**src/rtl/can_bit_resync.sv**
```systemverilog
module can_bit_resync #(
  parameter int SEG_W     = 4,
  parameter int IDLE_BITS = 11
) (
  input  logic             clk,
  input  logic             rst_n,
  input  logic             tq_en,
  input  logic             rx,
  input  logic [SEG_W-1:0] prop_len,
  input  logic [SEG_W-1:0] ph1_len,
  input  logic [SEG_W-1:0] sjw_len,
  output logic             sample_stb,
  output logic             sample_bit,
  output logic             bit_start
);

  localparam int CNT_W  = SEG_W + 2;
  localparam int IDLE_W = $clog2(IDLE_BITS + 1);

  typedef enum logic [1:0] {S_SYNC, S_T1, S_T2} seg_t;

  seg_t              seg;
  logic [CNT_W-1:0]  cnt, t1lim;
  logic              prev_rx, done, idle;
  logic [IDLE_W-1:0] rcnt;

  wire              fall    = tq_en & prev_rx & ~rx;
  wire              hard    = fall & idle;
  wire              soft_ok = fall & ~idle & ~done;
  wire              late    = soft_ok & (seg == S_T1);
  wire              early   = soft_ok & (seg == S_T2);
  wire [CNT_W-1:0]  base    = CNT_W'(prop_len) + CNT_W'(ph1_len);
  wire [CNT_W-1:0]  sjw_x   = CNT_W'(sjw_len);
  wire [CNT_W-1:0]  err     = cnt + 1'b1;
  wire [CNT_W-1:0]  adj     = (err < sjw_x) ? err : sjw_x;
  wire [CNT_W-1:0]  lim_n   = late ? t1lim + adj : t1lim;
  wire              t1_end  = (seg == S_T1) && (cnt == lim_n - 1'b1);
  wire              t2_end  = (seg == S_T2) && (cnt == sjw_x - 1'b1);

  always_ff @(posedge clk) begin
    if (!rst_n) begin
      seg        <= S_SYNC;
      cnt        <= '0;
      t1lim      <= '0;
      prev_rx    <= 1'b1;
      done       <= 1'b0;
      idle       <= 1'b1;
      rcnt       <= '0;
      sample_stb <= 1'b0;
      sample_bit <= 1'b1;
      bit_start  <= 1'b0;
    end else begin
      sample_stb <= 1'b0;
      bit_start  <= 1'b0;
      if (tq_en) begin
        prev_rx <= rx;
        if (hard) begin
          seg       <= S_T1;
          cnt       <= '0;
          t1lim     <= base;
          done      <= 1'b1;
          idle      <= 1'b0;
          rcnt      <= '0;
          bit_start <= 1'b1;
        end else begin
          case (seg)
            S_SYNC: begin
              seg       <= S_T1;
              cnt       <= '0;
              t1lim     <= base;
              bit_start <= 1'b1;
            end
            S_T1: begin
              t1lim <= lim_n;
              if (late) done <= 1'b1;
              if (t1_end) begin
                seg        <= S_T2;
                cnt        <= '0;
                done       <= 1'b0;
                sample_stb <= 1'b1;
                sample_bit <= rx;
                if (rx) begin
                  if (rcnt == IDLE_W'(IDLE_BITS - 1)) idle <= 1'b1;
                  else rcnt <= rcnt + 1'b1;
                end else begin
                  rcnt <= '0;
                  idle <= 1'b0;
                end
              end else begin
                cnt <= cnt + 1'b1;
              end
            end
            S_T2: begin
              if (early) begin
                seg       <= S_T1;
                cnt       <= '0;
                t1lim     <= base;
                done      <= 1'b1;
                bit_start <= 1'b1;
              end else if (t2_end) begin
                seg <= S_SYNC;
                cnt <= '0;
              end else begin
                cnt <= cnt + 1'b1;
              end
            end
            default: seg <= S_SYNC;
          endcase
        end
      end
    end
  end

  a_r10_exclusive: assert property (@(posedge clk) disable iff (!rst_n)
    !(sample_stb && bit_start));

  a_r10_after_tick: assert property (@(posedge clk) disable iff (!rst_n)
    (sample_stb || bit_start) |-> $past(tq_en));

  a_r2_sample_value: assert property (@(posedge clk) disable iff (!rst_n)
    sample_stb |-> (sample_bit == $past(rx)));

  a_r4_hard_only_idle: assert property (@(posedge clk) disable iff (!rst_n)
    (bit_start && $past(seg) == S_T1) |-> $past(idle));

  a_r6_early_edge: assert property (@(posedge clk) disable iff (!rst_n)
    (bit_start && $past(seg) == S_T2) |-> ($past(prev_rx) && !$past(rx)));

  a_r7_once_per_bit: assert property (@(posedge clk) disable iff (!rst_n)
    (bit_start && $past(seg) == S_T2) |-> !$past(done));

endmodule

```
**config.mk**
```make
export PLATFORM = sky130hd
export DESIGN_NAME = can_bit_resync
export DESIGN_NICKNAME = d
export VERILOG_FILES = /design/src/rtl/can_bit_resync.sv
export SDC_FILE = /design/constraint.sdc
export NUM_CORES = 1
export LEC_CHECK = 0
export ABC_AREA = 0
export BUFFER_PORTS_ARGS = -buffer_cell sky130_fd_sc_hd__clkbuf_2
export CELL_PAD_IN_SITES_DETAIL_PLACEMENT = 1
export CELL_PAD_IN_SITES_GLOBAL_PLACEMENT = 2
export CORE_MARGIN = 4
export CORE_UTILIZATION = 31
export CTS_CLUSTER_SIZE = 8
export DETAILED_ROUTE_END_ITERATION = 10
export GPL_ROUTABILITY_DRIVEN = 1
export PLACE_DENSITY = 0.71
export SKIP_CTS_REPAIR_TIMING = 1
export SYNTH_ARGS = -nofsm -noshare
export SYNTH_HDL_FRONTEND = slang
export SYNTH_SLANG_ARGS = --single-unit
```
**constraint.sdc**
```tcl
create_clock -name clk -period 8.1 [get_ports clk]
set_input_delay 0.405 -clock clk [delete_from_list [all_inputs] [get_ports clk]]
set_output_delay 0.405 -clock clk [all_outputs]
set_load 0.02 [all_outputs]
```
## Yosys cells after proc, flatten, opt, wreduce, memory -nomap -nowiden

Index checks and enable logic that the tools add are counted.

- Order comparisons: 1
- Mux-type cells: 34
- Equal/unequal tests: 11
- Multipliers: 0
- Shift-type cells: 0
- Divide/modulo/power cells: 0
- Reduce and logical (&&, ||, !) cells: 16
- $add $sub $neg: 6
- Bitwise gates (word level): 14

Operators by type and width:

| kind | number |
|---|---|
| $mux 6 | 8 |
| $pmux 6 s3 | 2 |
| $mux 4 | 5 |
| $reduce_and 4->1 | 4 |
| $eq 6x6->1 | 2 |
| $mux 1 | 12 |
| $ne 3x3->1 const B | 3 |
| $mux 2 | 4 |
| $ne 4x4->1 const B | 2 |
| $and 1x1->1 | 7 |
| $not 1->1 | 7 |
| $add 6x1->6 const B | 1 |
| $add 6x6->6 | 1 |
| $lt 6x4->1 | 1 |
| $pmux 2 s3 | 1 |
| $reduce_and 3->1 | 2 |
| $sub 6x1->6 const B | 1 |
| $add 4x4->5 | 1 |
| $sub 4x1->5 const B | 1 |
| $add 4x1->4 const B | 1 |
| $eq 4x4->1 const B | 1 |
| $pmux 1 s2 | 2 |
| $reduce_and 2->1 | 2 |
| $reduce_bool 2->1 | 2 |
| other kinds (8) | 9 |

- Output and inout port bits: 3
- RAM bits: 0
- Bits of input ports: 16
- Bits in registers: 24
- Bits in read-only memories: 0
- Bits in latches: 0
- Memories: 0

## Depth between registers and ports, before layout

Gate-level depths: netlist of the first run.

- Depth in word-level cells: 12
- Depth in mapped cells: 19

## Worst setup path after synthesis of the first run

No wires, ideal clock.

- Kind: flip-flop to flip-flop
- From: register cnt[2]
- To: register rcnt[0]
- Stages on the path, launching flop included: 20
- Setup time: 0.122 ns
- Data arrival time: 4.645 ns
- Path buffers: 2
- Clock period less this slack: 4.767 ns
- Setup slack: 3.333 ns
- Data required time: 7.978 ns
- Path through: dfxtp_1 -> clkbuf_1 -> and3_1 -> xor2_1 -> ha_1 -> o21ai_0 -> nor4bb_1 -> clkbuf_1 -> mux2i_1 -> ha_1 -> fa_1 -> mux2i_1 -> ha_1 -> xnor2_1 -> a21oi_1 -> or4b_4 -> nor4b_4 -> a41oi_2 -> nand2b_4 -> a311o_1

- Cells in the longest elaborated chain, start to end: 10

Ends and longest elaborated chain:

| what | line | source |
|---|---|---|
| from (decl) | 23 | `logic [CNT_W-1:0] cnt, t1lim;` |
| from (signal assigned) | 90 | `cnt <= cnt + 1'b1;` |
| from (signal assigned) | 104 | `cnt <= cnt + 1'b1;` |
| $add 6x1->6 | 34 | `wire [CNT_W-1:0] err = cnt + 1'b1;` |
| $lt 6x4->1 | 35 | `wire [CNT_W-1:0] adj = (err < sjw_x) ? err : sjw_x;` |
| $mux 6 | 35 |  |
| $add 6x6->6 | 36 | `wire [CNT_W-1:0] lim_n = late ? t1lim + adj : t1lim;` |
| $mux 6 | 36 |  |
| $sub 6x1->6 | 37 | `wire t1_end = (seg == S_T1) && (cnt == lim_n - 1'b1);` |
| $eq 6x6->1 * | 37 |  |
| $logic_and 1x1->1 * | 37 |  |
| $reduce_bool 2->1 (no source line) * | - |  |
| $reduce_and 4->1 (no source line) * | - |  |
| to (signal assigned) | 84 | `else rcnt <= rcnt + 1'b1;` |
| to (decl) | 25 | `logic [IDLE_W-1:0] rcnt;` |

Every way passes the cells marked *; elsewhere a longest branch is shown, timed or not.
A chain may end at the register's enable or synchronous reset.

## Final worst setup path of the first run

- From: register cnt[0]
- To: register rcnt[2]

The elaborated chain is that of the path after synthesis.

==> reports/results.ini, run 1 <==
[sta]
setup_viol = 0
fin_crit_ns = 5.59
drv_slew = 0
fin_tns_setup_ns = 0
hold_violations = 0
worst_pin_slew_ns = 0.912
maxSlewHeadroom_pct = 38.4
fin_skew_ns = 0.00810
post-route-period-util_pct = 69.1
rsz0062_at_grt = false
fmax_mhz = 179

[detailed_routing]
wl_per_cell_um = 15.8
ant_nets = 0
drtPass1Iterations = 4
vias_per_cell = 5.45
first_iter_violations = 101
drt-total-wl_mm = 6.07
vias = 2092
drc = 0

[cts]
path_clk_slew_ns = 0.09
clock_sinks = 24
clkLatencyLatePin_ns = 0.27
h-tree-depth = 1
clock-root-buffer = clkbuf_8
cts_tree = yes
numCtsBuffers = 3
clockBufferDepth = 2

[yosys]
synth.area.top_cells = dfxtp_1 (21%), ha_1 (12%), nor2_1 (4.0%), nand3_1 (3.3%), nor3_1 (3.1%)
syn_area_um2 = 2250
postSynth.asyncResetShare_pct = 0
syn_inst = 279
yosys_warnings = 0
synth_top_area_cell = dfxtp_1
synth_edf_count = 0
synth-main-ff-cell = dfxtp_1
synth-seq-area-share_pct = 21.4
avgSynthCellArea_um2 = 8.06
synth_top_area_share_pct = 21.4
ys_types = 63
synth_nets = 319
synth-seq-cells = 24

[placement]
gp_congestion = 0.794
portBuffers = 18
place_hpwl_mm = 4.99

[worst_setup_path]
crit_slowest_cell = nor4bb_1
cp_max_fo = 8
crit_path_end_kind = flip-flop
path_class = flip-flop to flip-flop
cpPeakStageDelay_ns = 0.74
critPathArrivalTime_ns = 5.77
crit-reg2reg-launch = cnt[0]
critPathRequiredTime_ns = 8.27
cp-start-kind = flip-flop
critPathMostFrequentCell = ha_1
path_cells = ha_1 -> ha_1 -> nor2b_1 -> o21a_1 -> o21ai_0 -> nor4bb_1 -> mux2i_1 -> ha_1 -> fa_1 -> mux2i_1 -> ha_1 -> xnor2_1 -> a21oi_1 -> or4b_4 -> nor4b_4 -> a41oi_2 -> nand2b_4 -> a311o_1
critPathLaunch = cnt[0]

[cells_and_area]
drive_above_1_share_pct = 12.8
area_growth_pct = 9.24
nNetsFinal = 329
antennaDiodeCount = 0

[global_routing]
grt_pass1_wl_mm = 10.2
grtUsageTotal_pct = 14.6
grt-ovfl-total = 0
grt_max_degree = 24
antenna_found_initial = 0
grt_pass1_vias = 2051

[floorplanning]
die_y_um = 93.2
dieArea_um2 = 8680
die_w_um = 93.2
num_io_pins = 19
row_count = 30
coreArea_um2 = 6910
start_util_pct = 32.6

[power_and_ir_drop]
power_mw = 0.307
power.density_nw_per_um2 = 125
ir_worst_vdd_uv = 69.5
clockPowerShare_pct = 27.0
p_leak_nw = 1.05
power.net_switching_mw = 0.103
seq_power_share_pct = 42.0
comb_power_share_pct = 31.0
p_int_mw = 0.204
swShare_pct = 33.6

[run]
max_cap_violations = 0

[outcome]
status = completed

[worst_hold_path]
hp-class = flip-flop to flip-flop
hold_path.startpoint = rcnt[3]

==> flip-flops by register name, summed over array words and instances (netlist names) <==
name and flops:
cnt 6, t1lim 6, rcnt 4, seg 2
bit_start 1, done 1, idle 1, prev_rx 1
sample_bit 1, sample_stb 1
==> through the flow <==
stage	std cells	area (um^2)	hold slack, ns	utilization [%]	setup WS (ns)
floorplan	279	2250	0.447	-	3.33
global placement	380	2400	0.470	34.8	2.59
detailed placement	380	2400	0.477	34.8	2.49
CTS	384	2460	0.492	35.6	2.46
global route	384	2460	0.531	35.6	1.86
finish	384	2460	0.491	35.6	2.51
==> critical path: cells and delay by family, from the launching register on <==
family / cells / cell delay, ns
AND/OR/NAND/NOR: 5 / 1.95
XOR/XNOR: 1 / 0.15
adder cells (fa/ha/maj): 5 / 1.51
multiplexers: 2 / 0.48
AO/OA/AOI/OAI: 5 / 0.92
flip-flops: 1 / 0.49
==> layout make-up <==
class	instances	area [um^2]
Clock buffer	4	55.1
Fill cell	871	4450
Inverter	16	60.1
Multi-Input combinational cell	226	1650
Sequential cell	24	480
Tap cell	96	120
Timing Repair Buffer	18	90.1
==> cells in the mapped netlist (4+ instances only) <==
cell,number
nand4_1,4
nand2_1,18
nor3_1,14
o31ai_1,6
nand3_1,15
ha_1,22
and3_1,5
inv_1,16
o21a_1,4
nor2_1,24
dfxtp_1,24
a311o_1,4
xor2_1,7
a211oi_1,7
mux2i_1,6
o21ai_0,9
clkbuf_1,9
nand3b_1,4
a21oi_1,13
xnor2_1,8
==> power by group through the flow <==
stage / sequential, mW / clock (mW) / combinational (mW)
floorplan: 0.130 / 0 / 0.0736
global placement: 0.131 / 0 / 0.0953
detailed placement: 0.132 / 0 / 0.0961
CTS: 0.129 / 0.0887 / 0.0966
global route: 0.130 / 0.0916 / 0.108
finish: 0.129 / 0.0830 / 0.0951
==> cell families (layout without fill, tap and decap cells) <==
logic type      count (synthesis)  count (layout)  share of synthesized area, %
mux                             6               6                          2.67
buf+inv                        29              38                          5.23
flops                          24              24                          21.4
simple gates                  108             108                          26.9
fa+ha+maj                      24              24                          14.0
other cells                     1               1                         0.167
compound gates                 72              72                          23.8
xor+xnor                       15              15                          5.84
==> worst paths after layout <==
path	slack (ns)	depth (start not counted)	endpoint
worst max-delay path	2.51	18	rcnt[2]
worst min register to register	0.49	2	rcnt[3]
worst min-delay path	0.49	2	rcnt[3]
worst max register to register	2.51	18	rcnt[2]
==> metal layers <==
metal	wire length [um]	vias up	part of all wire, %	global-route usage [%]
met1	3000	1015	49	19.3
met2	2890	21	48	25.0
met4	58	0	0.96	3.30
met5	0	-	0	0
met3	123	5	2.0	2.09
li1	-	1051	-	-
==> cell usage in the layout (no fill, tap or decap), types with 3 or more instances in the layout <==
| master | count |
|---|---|
| xnor2_1 | 8 |
| and3_1 | 5 |
| nor2_1 | 24 |
| nor3_1 | 14 |
| o21ai_0 | 9 |
| nand3_1 | 15 |
| nand2_1 | 18 |
| inv_1 | 16 |
| o31ai_1 | 6 |
| a21oi_1 | 13 |
| dfxtp_1 | 24 |
| o21ai_1 | 3 |
| mux2i_1 | 6 |
| nand3b_1 | 4 |
| nor4_1 | 3 |
| clkbuf_2 | 18 |
| o21a_1 | 4 |
| a211oi_1 | 7 |
| clkbuf_8 | 4 |
| a311o_1 | 4 |
| nand4_1 | 4 |
| a211o_1 | 3 |
| xor2_1 | 7 |
| o31a_1 | 3 |
| ha_1 | 22 |
No activity file was read; power rests on OpenSTA's default activity.
==> inputs of run 2 (changes only) <==
--- a/config.mk
+++ b/config.mk
@@ -5,7 +5,7 @@
 export SDC_FILE = /design/constraint.sdc
 export NUM_CORES = 1
 export LEC_CHECK = 0
-export ABC_AREA = 0
+export ABC_AREA = 1
 export BUFFER_PORTS_ARGS = -buffer_cell sky130_fd_sc_hd__clkbuf_2
 export CELL_PAD_IN_SITES_DETAIL_PLACEMENT = 1
 export CELL_PAD_IN_SITES_GLOBAL_PLACEMENT = 2
@@ -14,7 +14,7 @@
 export CTS_CLUSTER_SIZE = 8
 export DETAILED_ROUTE_END_ITERATION = 10
 export GPL_ROUTABILITY_DRIVEN = 1
-export PLACE_DENSITY = 0.71
+export PLACE_DENSITY = 0.77
 export SKIP_CTS_REPAIR_TIMING = 1
 export SYNTH_ARGS = -nofsm -noshare
 export SYNTH_HDL_FRONTEND = slang
==> constraint.sdc (replaced) <==
create_clock -name clk -period 5.22 [get_ports clk]
set_input_delay 0.261 -clock clk [delete_from_list [all_inputs] [get_ports clk]]
set_output_delay 0.261 -clock clk [all_outputs]
set_load 0.02 [all_outputs]
==> run 2 against run 1 <==
  * Total power rose by 110%
  * Cell count increased by 24%
  * Design area increased by 5.3%
  * Sequential power grew 67%
  * Global-route usage is 0.62 points higher
  * Setup slack lost 1.6 ns
  * Routed wire length rose by 4.7%
  * Utilization decreased by 0.078 points
  * Non-clock buffer count stayed put
  * Synthesized area rose by 3.6%
  * Largest cell class unchanged
==> reports/results.ini, run 2 <==
[outcome]
status = completed

[yosys]
ys_types = 34
yosys_warnings = 0
synth_common_cells = nand2_1 (84), inv_1 (51), nand3_1 (48), a21oi_1 (26), dfxtp_1 (24)
synth_xor_area_share_pct = 4.14
synth_top_area_share_pct = 20.6
syn_inst = 361
synth-main-ff-cell = dfxtp_1
synthAdderAreaFrac_pct = 13.5
synthSimpleGateAreaFrac_pct = 39.0
muxShareOfSynthArea_pct = 0
synth-seq-cells = 24
synth.area.top_cells = dfxtp_1 (21%), nand2_1 (14%), ha_1 (12%), nand3_1 (10%), inv_1 (8.2%)
synth_top_area_cell = dfxtp_1
avgSynthCellArea_um2 = 6.45
synth.most_common_cell = nand2_1
synth_nets = 401
syn_area_um2 = 2330
postSynth.asyncResetShare_pct = 0
synth_top_family_by_area = simple AND/OR/NAND/NOR gates
synth_compound_area_share_pct = 12.1
synth-seq-area-share_pct = 20.6
synth_edf_count = 0

[worst_setup_path]
crit_path_end_kind = flip-flop
critPathRequiredTime_ns = 5.36
path_class = flip-flop to flip-flop
cp_max_fo = 8
cp-start-kind = flip-flop
critPathLaunch = cnt[0]
crit-reg2reg-launch = cnt[0]
critPathArrivalTime_ns = 4.50

[floorplanning]
num_io_pins = 19
die_w_um = 94.7
die_y_um = 94.7
row_count = 31
coreArea_um2 = 7290
dieArea_um2 = 8970
start_util_pct = 31.9

[worst_hold_path]
hold_path.startpoint = rst_n
hp-class = input pin to flip-flop

[cells_and_area]
nFillCells = 1002
nNetsFinal = 419
layout_common_cells = nand2_1 (84), inv_1 (51), nand3_1 (48), a21oi_1 (26), dfxtp_1 (24)
multi_input_area_um2 = 1610
antennaDiodeCount = 0
final_common_cell = nand2_1
area_growth_pct = 11.1
final_cell_area_um2 = 2590
seqCellArea_um2 = 480
drive_above_1_share_pct = 13.5
reg_top3 = cnt: 6 flops, t1lim: 6 flops, rcnt: 4 flops

[global_routing]
grt_pass1_vias = 2322
grtUsageTotal_pct = 15.2
grt_max_degree = 15
grt_pass1_wl_mm = 11.0
grt-ovfl-total = 0
antenna_found_initial = 0

[detailed_routing]
vias_per_cell = 4.84
drtPass1Iterations = 4
wl_per_cell_um = 13.3
vias = 2309
ant_nets = 0
drt-total-wl_mm = 6.35
first_iter_violations = 95
drc = 0

[run]
max_cap_violations = 0

[placement]
postPlaceCellArea_um2 = 2520
gp_congestion = 0.924
portBuffers = 18
place_hpwl_mm = 5.50

[sta]
fmax_mhz = 229
maxSlewHeadroom_pct = 60.6
drv_slew = 0
fin_crit_ns = 4.36
worst_pin_slew_ns = 0.591
fin_skew_ns = 0.0138
fin_tns_setup_ns = 0
rsz0062_at_grt = false
post-route-period-util_pct = 83.5
setup_viol = 0
hold_violations = 0

[power_and_ir_drop]
seq_power_share_pct = 32.9
swShare_pct = 39.5
p_int_mw = 0.396
p_leak_nw = 1.26
power.net_switching_mw = 0.259
ir_worst_vdd_uv = 112
clockPowerShare_pct = 25.4
comb_power_share_pct = 41.7
power.density_nw_per_um2 = 253

[cts]
clock-root-buffer = clkbuf_8
numCtsBuffers = 3
clock_sinks = 24
clockBufferDepth = 2
clkLatencyLatePin_ns = 0.27
cts_tree = yes
path_clk_slew_ns = 0.10
h-tree-depth = 1

## run 2: cell type report
type	instances	share of cell area, %
multi-input cells	275	62.1
well taps	99	4.79
repair buffers	18	3.48
inverters	57	8.32
flip-flops and latches	24	18.6
clock buffers	3	1.60
clock inverters	1	1.16
## run 2: critical path: stages (launching register included)
cell and delay, ns:
dfxtp_1 0.52, inv_1 0.13, o21ai_0 0.18, nand2_1 0.08, inv_1 0.08, ha_1 0.24, a21oi_1 0.15, o2111ai_1 0.31
o21ai_0 0.27, ha_1 0.21, fa_1 0.43, inv_1 0.08, nand4_1 0.11, nand2_2 0.14, ha_1 0.19, inv_1 0.08
nor2_2 0.11, nand2_1 0.08, clkinv_1 0.06, nand2_1 0.05, nand2_1 0.10, nand2_2 0.07, nor2_4 0.12, nand3_4 0.11
nand2_4 0.14, nand2_4 0.07, nand2_1 0.06, a21oi_1 0.05
## run 2: cell families after synthesis
kind of cell / count (synthesis)
buffers and inverters: 62
and+or+nand+nor: 189
DFF: 24
other: 1
adders and majority gates: 24
AOI/OAI and AO/OA: 50
xor gates and xnor gates: 11
## run 2: final timing paths
kind,endpoint,cells past startpoint,slack (ns)
setup / recovery,rcnt[0],27,0.86
hold / removal,sample_bit,2,0.31
setup reg to reg,rcnt[0],27,0.86
hold reg to reg,sample_bit,2,0.49
## run 2: power by group through the flow
stage / combinational, mW / sequential, mW / clock, mW
2_1_floorplan: 0.209 / 0.213 / 0
3_3_place_gp: 0.272 / 0.219 / 0
3_5_place_dp: 0.276 / 0.219 / 0
4_1_cts: 0.278 / 0.215 / 0.168
5_1_grt: 0.316 / 0.218 / 0.182
6_report: 0.273 / 0.215 / 0.166
## run 2: metrics by stage
step           total power, mW  utilization, %  setup slack [ns]  cells  hold slack, ns
2_1_floorplan            0.421               -              1.49    361           0.402
3_3_place_gp             0.491            34.5             0.912    473           0.445
3_5_place_dp             0.495            34.5             0.835    473           0.463
4_1_cts                  0.661            35.5             0.797    477           0.303
5_1_grt                  0.716            35.5             0.337    477           0.315
6_report                 0.654            35.5             0.861    477           0.310
## run 2: per-layer routing
metal	GRT usage [%]	vias to the layer above	routed length, um
li1	-	1204	-
met2	26.5	23	3030
met4	4.81	0	140
met5	0	-	0
met3	1.51	10	109
met1	19.6	1072	3070
==> inputs of run 3 (changes only) <==
==> constraint.sdc (replaced) <==
create_clock -name clk -period 4.2 [get_ports clk]
set_input_delay 0.21 -clock clk [delete_from_list [all_inputs] [get_ports clk]]
set_output_delay 0.21 -clock clk [all_outputs]
set_load 0.02 [all_outputs]
==> run 3 against run 2 <==
  * Utilization up 2.0 points
  * Routed wire length up 5.9%
  * Setup slack worse by 0.67 ns
  * Critical path type unchanged
  * Largest power group unchanged
==> reports/results.ini, run 3 (same netlist as run 2, synthesis figures left out) <==
[global_routing]
grtUsageTotal_pct = 15.8
grt-ovfl-total = 0
antenna_found_initial = 0
grt_pass1_vias = 2418
grt_max_degree = 15
grt_pass1_wl_mm = 11.3

[worst_setup_path]
critPathMostFrequentCell = nand2_1
crit_path_end_kind = flip-flop
critPathRequiredTime_ns = 4.33
cp-start-kind = flip-flop
crit_slowest_cell = fa_1
cp_max_fo = 7
path_class = flip-flop to flip-flop
cpPeakStageDelay_ns = 0.49
critPathArrivalTime_ns = 4.14

[placement]
place_hpwl_mm = 5.58
gp_congestion = 0.893
postPlaceCellArea_um2 = 2560
dp_cells = 479
dp_slack_ns = -0.0523
portBuffers = 18

[cts]
clock-root-buffer = clkbuf_8
numCtsBuffers = 3
clock_sinks = 24
cts_tree = yes
clockBufferDepth = 2
h-tree-depth = 1
path_clk_slew_ns = 0.10
clkLatencyLatePin_ns = 0.27

[detailed_routing]
wl_per_cell_um = 13.8
ant_nets = 0
vias_per_cell = 4.90
first_iter_violations = 65
drtPass1Iterations = 4
drt-total-wl_mm = 6.73
drc = 0
vias = 2393

[sta]
fin_skew_ns = 0.0140
setup_viol = 0
fmax_mhz = 250
finalWorstSetupSlack_ns = 0.193
post-route-period-util_pct = 95.4
hold_violations = 0
drv_slew = 0
fin_crit_ns = 4.01

[power_and_ir_drop]
power.density_nw_per_um2 = 310
power_mw = 0.848
ir_worst_vdd_uv = 137
p_leak_nw = 1.32

[cells_and_area]
nNetsFinal = 430
final_cell_area_um2 = 2730
reg_top3 = cnt: 6 flops, t1lim: 6 flops, rcnt: 4 flops
antennaDiodeCount = 0
area_growth_pct = 17.3
layout_common_cells = nand2_1 (84), inv_1 (50), nand3_1 (48), a21oi_1 (23), nor2_1 (22)
final_common_cell = nand2_1
stdcell_count = 488
drive_above_1_share_pct = 18.8

[floorplanning]
start_util_pct = 31.9
num_io_pins = 19
dieArea_um2 = 8970
coreArea_um2 = 7290
die_w_um = 94.7
row_count = 31
die_y_um = 94.7

[worst_hold_path]
hp-class = input pin to flip-flop

[outcome]
status = completed

[run]
max_cap_violations = 0

## run 3: cell types whose count changed in the layout (fill, tap and decap cells not counted), moves of 2 or more
cell,previous run,this run
a21oi_1,26,23
o21ai_0,14,12
a21oi_2,0,2
dfxtp_1,24,21
o21ai_1,0,2
buf_4,0,11
dfxtp_4,0,2
ha_1,22,20
## run 3: final cells by class
type | count | area, um^2
fillers | 994 | 4560
multi-input cells | 275 | 1660
flip-flops and latches | 24 | 489
inverters | 57 | 215
repair buffers | 29 | 173
well taps | 99 | 124
clock buffers | 3 | 41.3
clock inverters | 1 | 30.0
## run 3: per-layer routing
metal | track usage (%) | part of all wire, % | wire length (um) | up-vias
met5 | 0 | 0 | 0 | -
met4 | 2.88 | 1.2 | 78 | 0
met3 | 1.35 | 1.7 | 115 | 6
met2 | 28.2 | 49 | 3320 | 26
met1 | 20.7 | 48 | 3220 | 1126
li1 | - | - | - | 1235
## run 3: report_power, final
part           switching (mW)  internal [mW]  total [mW]
clock network          0.0771          0.127       0.205
registers              0.0202          0.245       0.265
logic                   0.234          0.144       0.378
## run 3: through the flow
stage          setup TNS (ns)  utilization, %  hold slack, ns
2_1_floorplan               0               -           0.351
3_3_place_gp                0            35.1           0.445
3_5_place_dp           -0.252            35.1           0.450
4_1_cts                -0.916            36.1           0.267
5_1_grt                -0.675            37.5           0.303
6_report                    0            37.5           0.271
## run 3: worst paths after layout
check,cells after the start,to,startpoint,slack [ns]
worst max-delay path,28,rcnt[2],cnt[1],0.19
worst min-delay path,3,bit_start,tq_en,0.27
worst max register to register,28,rcnt[2],cnt[1],0.19
worst min register to register,2,sample_bit,sample_bit,0.47
## run 3: worst max-delay path: cells and delay by family (launching register included)
family / cells / cell delay [ns]
compound gates: 4 / 0.50
fa+ha+maj: 4 / 1.20
buf+inv: 4 / 0.29
flops: 1 / 0.39
simple gates: 16 / 1.45
